===== config.mk =====
export PLATFORM = sky130hd
export DESIGN_NAME = twin_cycle_timer
export DESIGN_NICKNAME = d
export VERILOG_FILES = /design/src/rtl/twt_pkg.sv /design/src/rtl/twt_pin_sync.sv /design/src/rtl/twt_core.sv /design/src/rtl/twin_cycle_timer.sv
export SDC_FILE = /design/constraint.sdc
export NUM_CORES = 1
export LEC_CHECK = 0
export CAP_MARGIN = 20
export CORE_MARGIN = 4
export CORE_UTILIZATION = 45
export CTS_CLUSTER_DIAMETER = 30
export DETAILED_ROUTE_END_ITERATION = 6
export PLACE_DENSITY_LB_ADDON = 0.2
export SLEW_MARGIN = 0
export SYNTH_ARGS = -nofsm -noshare
export SYNTH_HDL_FRONTEND = slang
export SYNTH_SLANG_ARGS = --single-unit

===== constraint.sdc =====
create_clock -name clk -period 2.7 [get_ports clk]
set_input_delay 0.405 -clock clk [delete_from_list [all_inputs] [get_ports clk]]
set_output_delay 0.405 -clock clk [all_outputs]
set_load 0.005 [all_outputs]

===== src/rtl/twt_pkg.sv =====
package twt_pkg;

  typedef enum logic [1:0] {
    SHAPE_PRESCALE = 2'b00,
    SHAPE_FULL     = 2'b01,
    SHAPE_RELOAD   = 2'b10,
    SHAPE_SPLIT    = 2'b11
  } shape_e;

  localparam logic [2:0] ADR_MODE  = 3'd0;
  localparam logic [2:0] ADR_CTRL  = 3'd1;
  localparam logic [2:0] ADR_T0_LO = 3'd2;
  localparam logic [2:0] ADR_T0_HI = 3'd3;
  localparam logic [2:0] ADR_T1_LO = 3'd4;
  localparam logic [2:0] ADR_T1_HI = 3'd5;

  localparam int BIT_RUN0  = 4;
  localparam int BIT_FLAG0 = 5;
  localparam int BIT_RUN1  = 6;
  localparam int BIT_FLAG1 = 7;

endpackage


===== src/rtl/twt_pin_sync.sv =====
module twt_pin_sync #(
  parameter int STAGES = 2
) (
  input  logic clk,
  input  logic rst_n,
  input  logic pin_i,
  output logic level_o
);
  logic [STAGES-1:0] chain_q;

  always_ff @(posedge clk or negedge rst_n) begin
    if (!rst_n) chain_q <= '0;
    else        chain_q <= {chain_q[STAGES-2:0], pin_i};
  end

  assign level_o = chain_q[STAGES-1];
endmodule


===== src/rtl/twt_core.sv =====
module twt_core
  import twt_pkg::*;
#(
  parameter int W        = 8,
  parameter int PRE_W    = 5,
  parameter bit SPLIT_OK = 1'b0
) (
  input  logic         clk,
  input  logic         rst_n,
  input  shape_e       shape_i,
  input  logic         inc_lo_i,
  input  logic         inc_hi_i,
  input  logic         wr_lo_i,
  input  logic         wr_hi_i,
  input  logic [W-1:0] wr_data_i,
  output logic [W-1:0] lo_o,
  output logic [W-1:0] hi_o,
  output logic         ovf_o,
  output logic         ovf_hi_o
);
  localparam logic [PRE_W-1:0] PRE_TOP = '1;

  logic [W-1:0] lo_q, hi_q, lo_n, hi_n;

  always_comb begin
    lo_n     = lo_q;
    hi_n     = hi_q;
    ovf_o    = 1'b0;
    ovf_hi_o = 1'b0;
    unique case (shape_i)
      SHAPE_PRESCALE: if (inc_lo_i) begin
        lo_n[PRE_W-1:0] = lo_q[PRE_W-1:0] + 1'b1;
        if (lo_q[PRE_W-1:0] == PRE_TOP) begin
          hi_n  = hi_q + 1'b1;
          ovf_o = &hi_q;
        end
      end
      SHAPE_FULL: if (inc_lo_i) begin
        {hi_n, lo_n} = {hi_q, lo_q} + 1'b1;
        ovf_o        = &{hi_q, lo_q};
      end
      SHAPE_RELOAD: if (inc_lo_i) begin
        if (&lo_q) begin
          lo_n  = hi_q;
          ovf_o = 1'b1;
        end else begin
          lo_n = lo_q + 1'b1;
        end
      end
      SHAPE_SPLIT: if (SPLIT_OK) begin
        if (inc_lo_i) begin
          lo_n  = lo_q + 1'b1;
          ovf_o = &lo_q;
        end
        if (inc_hi_i) begin
          hi_n     = hi_q + 1'b1;
          ovf_hi_o = &hi_q;
        end
      end
      default: ;
    endcase
    if (wr_lo_i || wr_hi_i) begin
      lo_n     = wr_lo_i ? wr_data_i : lo_q;
      hi_n     = wr_hi_i ? wr_data_i : hi_q;
      ovf_o    = 1'b0;
      ovf_hi_o = 1'b0;
    end
  end

  always_ff @(posedge clk or negedge rst_n) begin
    if (!rst_n) begin
      lo_q <= '0;
      hi_q <= '0;
    end else begin
      lo_q <= lo_n;
      hi_q <= hi_n;
    end
  end

  assign lo_o = lo_q;
  assign hi_o = hi_q;
endmodule


===== src/rtl/twin_cycle_timer.sv =====
module twin_cycle_timer
  import twt_pkg::*;
#(
  parameter int BYTE_W      = 8,
  parameter int PRE_W       = 5,
  parameter int SYNC_STAGES = 2
) (
  input  logic              clk,
  input  logic              rst_n,
  input  logic              tick_i,
  input  logic [1:0]        cnt_pin_i,
  input  logic [1:0]        gate_pin_i,
  input  logic              wr_en_i,
  input  logic [2:0]        wr_addr_i,
  input  logic [BYTE_W-1:0] wr_data_i,
  output logic [BYTE_W-1:0] mode_o,
  output logic [BYTE_W-1:0] ctrl_o,
  output logic [BYTE_W-1:0] t0_lo_o,
  output logic [BYTE_W-1:0] t0_hi_o,
  output logic [BYTE_W-1:0] t1_lo_o,
  output logic [BYTE_W-1:0] t1_hi_o
);
  localparam int NT = 2;
  localparam int NIB = BYTE_W / 2;

  logic [BYTE_W-1:0] mode_q, ctrl_q, ctrl_n;
  logic [NT-1:0] cnt_lvl, cnt_prev_q, cnt_fall, gate_lvl;
  logic [NT-1:0] inc_lo, inc_hi, core_ovf, core_ovf_hi, wr_lo, wr_hi;
  logic [BYTE_W-1:0] lo_v [NT];
  logic [BYTE_W-1:0] hi_v [NT];
  logic t0_split, set_f0, set_f1, t0_ovf, t0_hi_ovf;

  wire wr_mode = wr_en_i && (wr_addr_i == ADR_MODE);
  wire wr_ctrl = wr_en_i && (wr_addr_i == ADR_CTRL);

  assign t0_split = (mode_q[1:0] == SHAPE_SPLIT);

  for (genvar i = 0; i < NT; i++) begin : g_tmr
    logic [NIB-1:0] cfg;
    logic run, enabled, event_hit;

    twt_pin_sync #(.STAGES(SYNC_STAGES)) u_cnt_sync (
      .clk(clk), .rst_n(rst_n), .pin_i(cnt_pin_i[i]), .level_o(cnt_lvl[i]));
    twt_pin_sync #(.STAGES(SYNC_STAGES)) u_gate_sync (
      .clk(clk), .rst_n(rst_n), .pin_i(gate_pin_i[i]), .level_o(gate_lvl[i]));

    always_ff @(posedge clk or negedge rst_n) begin
      if (!rst_n) cnt_prev_q[i] <= 1'b0;
      else        cnt_prev_q[i] <= cnt_lvl[i];
    end
    assign cnt_fall[i] = cnt_prev_q[i] & ~cnt_lvl[i];

    assign cfg       = mode_q[NIB*i +: NIB];
    assign run       = ctrl_q[BIT_RUN0 + 2*i];
    assign enabled   = run & (~cfg[3] | gate_lvl[i]);
    assign event_hit = cfg[2] ? cnt_fall[i] : tick_i;
    assign inc_lo[i] = enabled & event_hit;
    assign inc_hi[i] = (i == 0) ? (ctrl_q[BIT_RUN1] & tick_i) : 1'b0;
    assign wr_lo[i]  = wr_en_i && (wr_addr_i == ADR_T0_LO + 3'(2*i));
    assign wr_hi[i]  = wr_en_i && (wr_addr_i == ADR_T0_HI + 3'(2*i));

    twt_core #(.W(BYTE_W), .PRE_W(PRE_W), .SPLIT_OK(i == 0)) u_core (
      .clk(clk), .rst_n(rst_n), .shape_i(shape_e'(cfg[1:0])),
      .inc_lo_i(inc_lo[i]), .inc_hi_i(inc_hi[i]),
      .wr_lo_i(wr_lo[i]), .wr_hi_i(wr_hi[i]), .wr_data_i(wr_data_i),
      .lo_o(lo_v[i]), .hi_o(hi_v[i]),
      .ovf_o(core_ovf[i]), .ovf_hi_o(core_ovf_hi[i]));
  end

  assign t0_ovf    = core_ovf[0];
  assign t0_hi_ovf = core_ovf_hi[0];
  assign set_f0    = core_ovf[0];
  assign set_f1    = t0_split ? core_ovf_hi[0] : (core_ovf[1] | core_ovf_hi[1]);

  always_comb begin
    ctrl_n = wr_ctrl ? {wr_data_i[BYTE_W-1:NIB], {NIB{1'b0}}} : ctrl_q;
    if (set_f0) ctrl_n[BIT_FLAG0] = 1'b1;
    if (set_f1) ctrl_n[BIT_FLAG1] = 1'b1;
  end

  always_ff @(posedge clk or negedge rst_n) begin
    if (!rst_n) begin
      mode_q <= '0;
      ctrl_q <= '0;
    end else begin
      if (wr_mode) mode_q <= wr_data_i;
      ctrl_q <= ctrl_n;
    end
  end

  assign mode_o  = mode_q;
  assign ctrl_o  = ctrl_q;
  assign t0_lo_o = lo_v[0];
  assign t0_hi_o = hi_v[0];
  assign t1_lo_o = lo_v[1];
  assign t1_hi_o = hi_v[1];
endmodule


==> results.py <==
metrics = {
    "global_route": {
        "grtUsageTotal_pct": 22.3,
        "grt_pass1_vias": 3001,
        "grt_max_degree": 43,
        "antenna_found_initial": 0,
        "grt_first_pass_wirelength_um": 15800,
        "overflow": 0,
    },
    "yosys": {
        "synth_top_family_by_area": "compound AO/OA/AOI/OAI gates",
        "yosysSeqAreaShare_pct": 39.0,
        "synthAdderAreaFrac_pct": 5.41,
        "yosysMostFrequentCell": "dfrtp_1",
        "synthArstFlopShare_pct": 100,
        "synth_flop_cell": "dfrtp_1",
        "synth.area.top_cells": "dfrtp_1 39%, ha_1 5.4%, nand2_1 4.3%",
        "synth_edf_count": 0,
        "synth_compound_area_share_pct": 24.3,
        "synth_top_area_share_pct": 39.0,
        "synthMuxAreaShare_pct": 4.11,
        "synth_warnings": 0,
        "synth_seq_cells": 54,
        "synth-xor-area-share_pct": 0.758,
        "yosysUniqueCellTypes": 69,
        "syn_inst": 384,
        "synthTopCellsByCount": "54 x dfrtp_1, 40 x nand2_1, 37 x nor2_1",
        "syn_area_um2": 3470,
        "avgSynthCellArea_um2": 9.03,
        "synthSimpleGateAreaFrac_pct": 22.2,
        "synth.largest_area_cell": "dfrtp_1",
    },
    "placed_design": {
        "place.gp.congestion": 0.888,
        "postPlaceCellArea_um2": 4210,
        "hpwl_um": 7270,
        "io_buffers": 62,
    },
    "routing": {
        "drc_errors": 0,
        "dr.pass1.iters": 5,
        "wirelength_um": 9870,
        "wl_per_cell_um": 18.0,
        "first_iter_violations": 330,
        "vias_per_cell": 6.13,
        "vias": 3373,
        "ant_nets": 0,
    },
    "setup_path": {
        "max_stage_delay_ns": 0.45,
        "path_max_fanout": 12,
        "cp.required_ns": 2.90,
        "slowest_stage": "dfrtp_1",
        "path_cells": "ha_1 -> and3_2 -> ha_1 -> o221ai_1 -> a21oi_1 -> a21oi_2 -> a21oi_1 -> o22a_1",
        "cp-start-kind": "flip-flop",
        "cp.arrival_ns": 2.53,
        "crit_path_end_kind": "flip-flop",
        "path_class": "flip-flop to flip-flop",
    },
    "clock_network": {
        "cts_resized": 0,
        "cts_max_level": 2,
        "cts_setup_buffers": 0,
        "cts_tree": "yes",
        "cts_buffer_depth": 2,
        "clk_pin_slew_ns": 0.11,
        "clock-root-buffer": "clkbuf_8",
        "clock-sinks": 54,
        "numCtsBuffers": 5,
        "clk-insertion-delay-late_ns": 0.31,
        "holdBufCountCts": 0,
    },
    "floorplanning": {
        "start_util_pct": 47.0,
        "die-area_um2": 9170,
        "die_h_um": 95.8,
        "core_area_um2": 7370,
        "fp.dieW_um": 95.8,
        "rows": 31,
        "ioPinCount": 67,
    },
    "min_path": {
        "hp-class": "input port to async pin",
    },
    "layout": {
        "final_area_um2": 4330,
        "antennaDiodeCount": 0,
        "n_fill_cell": 653,
        "drive_gt1_share_pct": 10.6,
        "syn_to_final_growth_pct": 24.9,
        "nets": 484,
    },
    "sta": {
        "skew_ns": 0.00767,
        "tightest_slew_ns": 0.519,
        "finalHoldViolCount": 0,
        "fmax_ghz": 0.430,
        "period_needed_ns": 2.32,
        "finalSetupViolations": 0,
        "setup_tns_ns": 0,
        "finalCritPeriodShare_pct": 86.1,
        "slew_viol_final": 0,
        "slew_headroom_pct": 65.4,
        "rsz0062_at_grt": "no",
        "whs_ns": 0.0484,
    },
    "outcome": {
        "status": "finished, final reports clean",
    },
    "power": {
        "irDropWorstVdd_uv": 410,
        "p_leak_nw": 1.77,
        "power.density_nw_per_um2": 852,
    },
    "flow_run": {
        "maxCapViolCount": 0,
    },
}
-- metal layers --
| metal | up-vias | part of all wire (%) | track usage [%] |
|---|---|---|---|
| met5 | - | 0 | 0 |
| met4 | 0 | 1.1 | 4.50 |
| met3 | 9 | 7.3 | 3.60 |
| met2 | 160 | 47 | 34.7 |
| met1 | 1638 | 44 | 32.9 |
| li1 | 1566 | - | - |
-- sequential cells by signal, summed over array words and instances, names as in the netlist --
register	flops
cnt_prev_q	2
ctrl_o	4
g_tmr.u_core.lo_o	16
g_tmr.u_cnt_sync.chain_q	4
g_tmr.u_core.hi_o	16
mode_o	8
g_tmr.u_gate_sync.chain_q	4
-- logic make-up (layout without fill, tap and decap cells) --
logic type,after synthesis,in the layout
XOR/XNOR,3,3
buffers and inverters,32,96
other,1,4
flip-flops,54,54
AND/OR/NAND/NOR,145,145
multiplexers,13,13
adder cells (fa/ha/maj),15,15
AO/OA/AOI/OAI,121,121
-- cell type report --
class                      count  area [µm²]  share of cell area, %
clock buffer                   5        68.8                   1.59
clock inverter                 3        25.0                  0.578
inverter                      16        60.1                   1.39
multi-input combinational    301        1990                   46.0
sequential                    54        1350                   31.2
tap                           99         124                   2.86
timing repair buffer          72         711                   16.4
-- through the flow --
step	power [mW]	setup WS [ns]	util (%)	std cells
final	3.69	0.375	58.8	550
after global routing	3.97	0.210	58.8	550
after CTS	3.70	0.375	58.4	549
after detailed placement	3.20	0.231	57.1	541
after global placement	3.16	0.324	57.1	541
after floorplan	2.34	0.666	-	387
-- cells in the final DEF (no fill, tap or decap), types with 3 or more instances in the layout --
| master | netlist | final |
|---|---|---|
| clkdlybuf4s50_1 | 0 | 61 |
| dfrtp_1 | 54 | 54 |
| nand2_1 | 40 | 40 |
| nor2_1 | 37 | 37 |
| a21oi_1 | 25 | 25 |
| o21ai_0 | 24 | 24 |
| nand3_1 | 16 | 16 |
| inv_1 | 15 | 15 |
| ha_1 | 15 | 15 |
| nand4_1 | 11 | 11 |
| a31oi_1 | 10 | 10 |
| mux2_2 | 9 | 9 |
| buf_4 | 4 | 9 |
| o22ai_1 | 6 | 6 |
| and3_1 | 5 | 5 |
| a311oi_1 | 5 | 5 |
| clkbuf_8 | 0 | 5 |
| nand2b_1 | 4 | 4 |
| a22o_1 | 4 | 4 |
| o2bb2ai_1 | 4 | 4 |
| o211ai_1 | 4 | 4 |
| o22a_1 | 4 | 4 |
| conb_1 | 1 | 4 |
| nand3b_1 | 3 | 3 |
| a211oi_1 | 3 | 3 |
| o221ai_1 | 3 | 3 |
| and2_1 | 3 | 3 |
| o21a_1 | 3 | 3 |
| nor3_1 | 3 | 3 |
| mux2i_1 | 3 | 3 |
| a221oi_1 | 3 | 3 |
| nor4_1 | 3 | 3 |
-- worst max-delay path, delay by kind of cell, from the launching register on --
kind	cells	cell delay (ns)
flip-flops	1	0.45
adder cells (fa/ha/maj)	2	0.50
AND/OR/NAND/NOR	1	0.23
AO/OA/AOI/OAI	5	1.03
-- report_power, final --
group          leakage (nW)  switching, mW  internal (mW)
Combinational          1.07          0.754          0.932
Sequential            0.650          0.454           1.06
Clock                0.0447          0.295          0.188
Total                  1.77           1.50           2.18
-- path summary, 6_finish.rpt --
| kind | startpoint | end | slack (ns) | depth (start not counted) |
|---|---|---|---|---|
| worst max register to register | g_tmr[0].u_core.lo_o[0]$_DFFE_PN0P_ | g_tmr[0].u_core.hi_o[6]$_DFFE_PN0P_ | 0.38 | 8 |
| worst max-delay path | g_tmr[0].u_core.lo_o[0]$_DFFE_PN0P_ | g_tmr[0].u_core.hi_o[6]$_DFFE_PN0P_ | 0.38 | 8 |
| worst min-delay path | rst_n | g_tmr[0].u_core.lo_o[6]$_DFFE_PN0P_ | 0.05 | 1 |
| max in group asynchronous | rst_n | ctrl_o[5]$_DFFE_PN0P_ | 2.02 | 3 |
| min in group clk | g_tmr[1].u_cnt_sync.chain_q[0]$_DFF_PN0_ | g_tmr[1].u_cnt_sync.chain_q[1]$_DFF_PN0_ | 0.36 | 0 |
| worst min register to register | g_tmr[1].u_cnt_sync.chain_q[0]$_DFF_PN0_ | g_tmr[1].u_cnt_sync.chain_q[1]$_DFF_PN0_ | 0.36 | 0 |
Note: power is estimated with default switching activity, not from simulation.
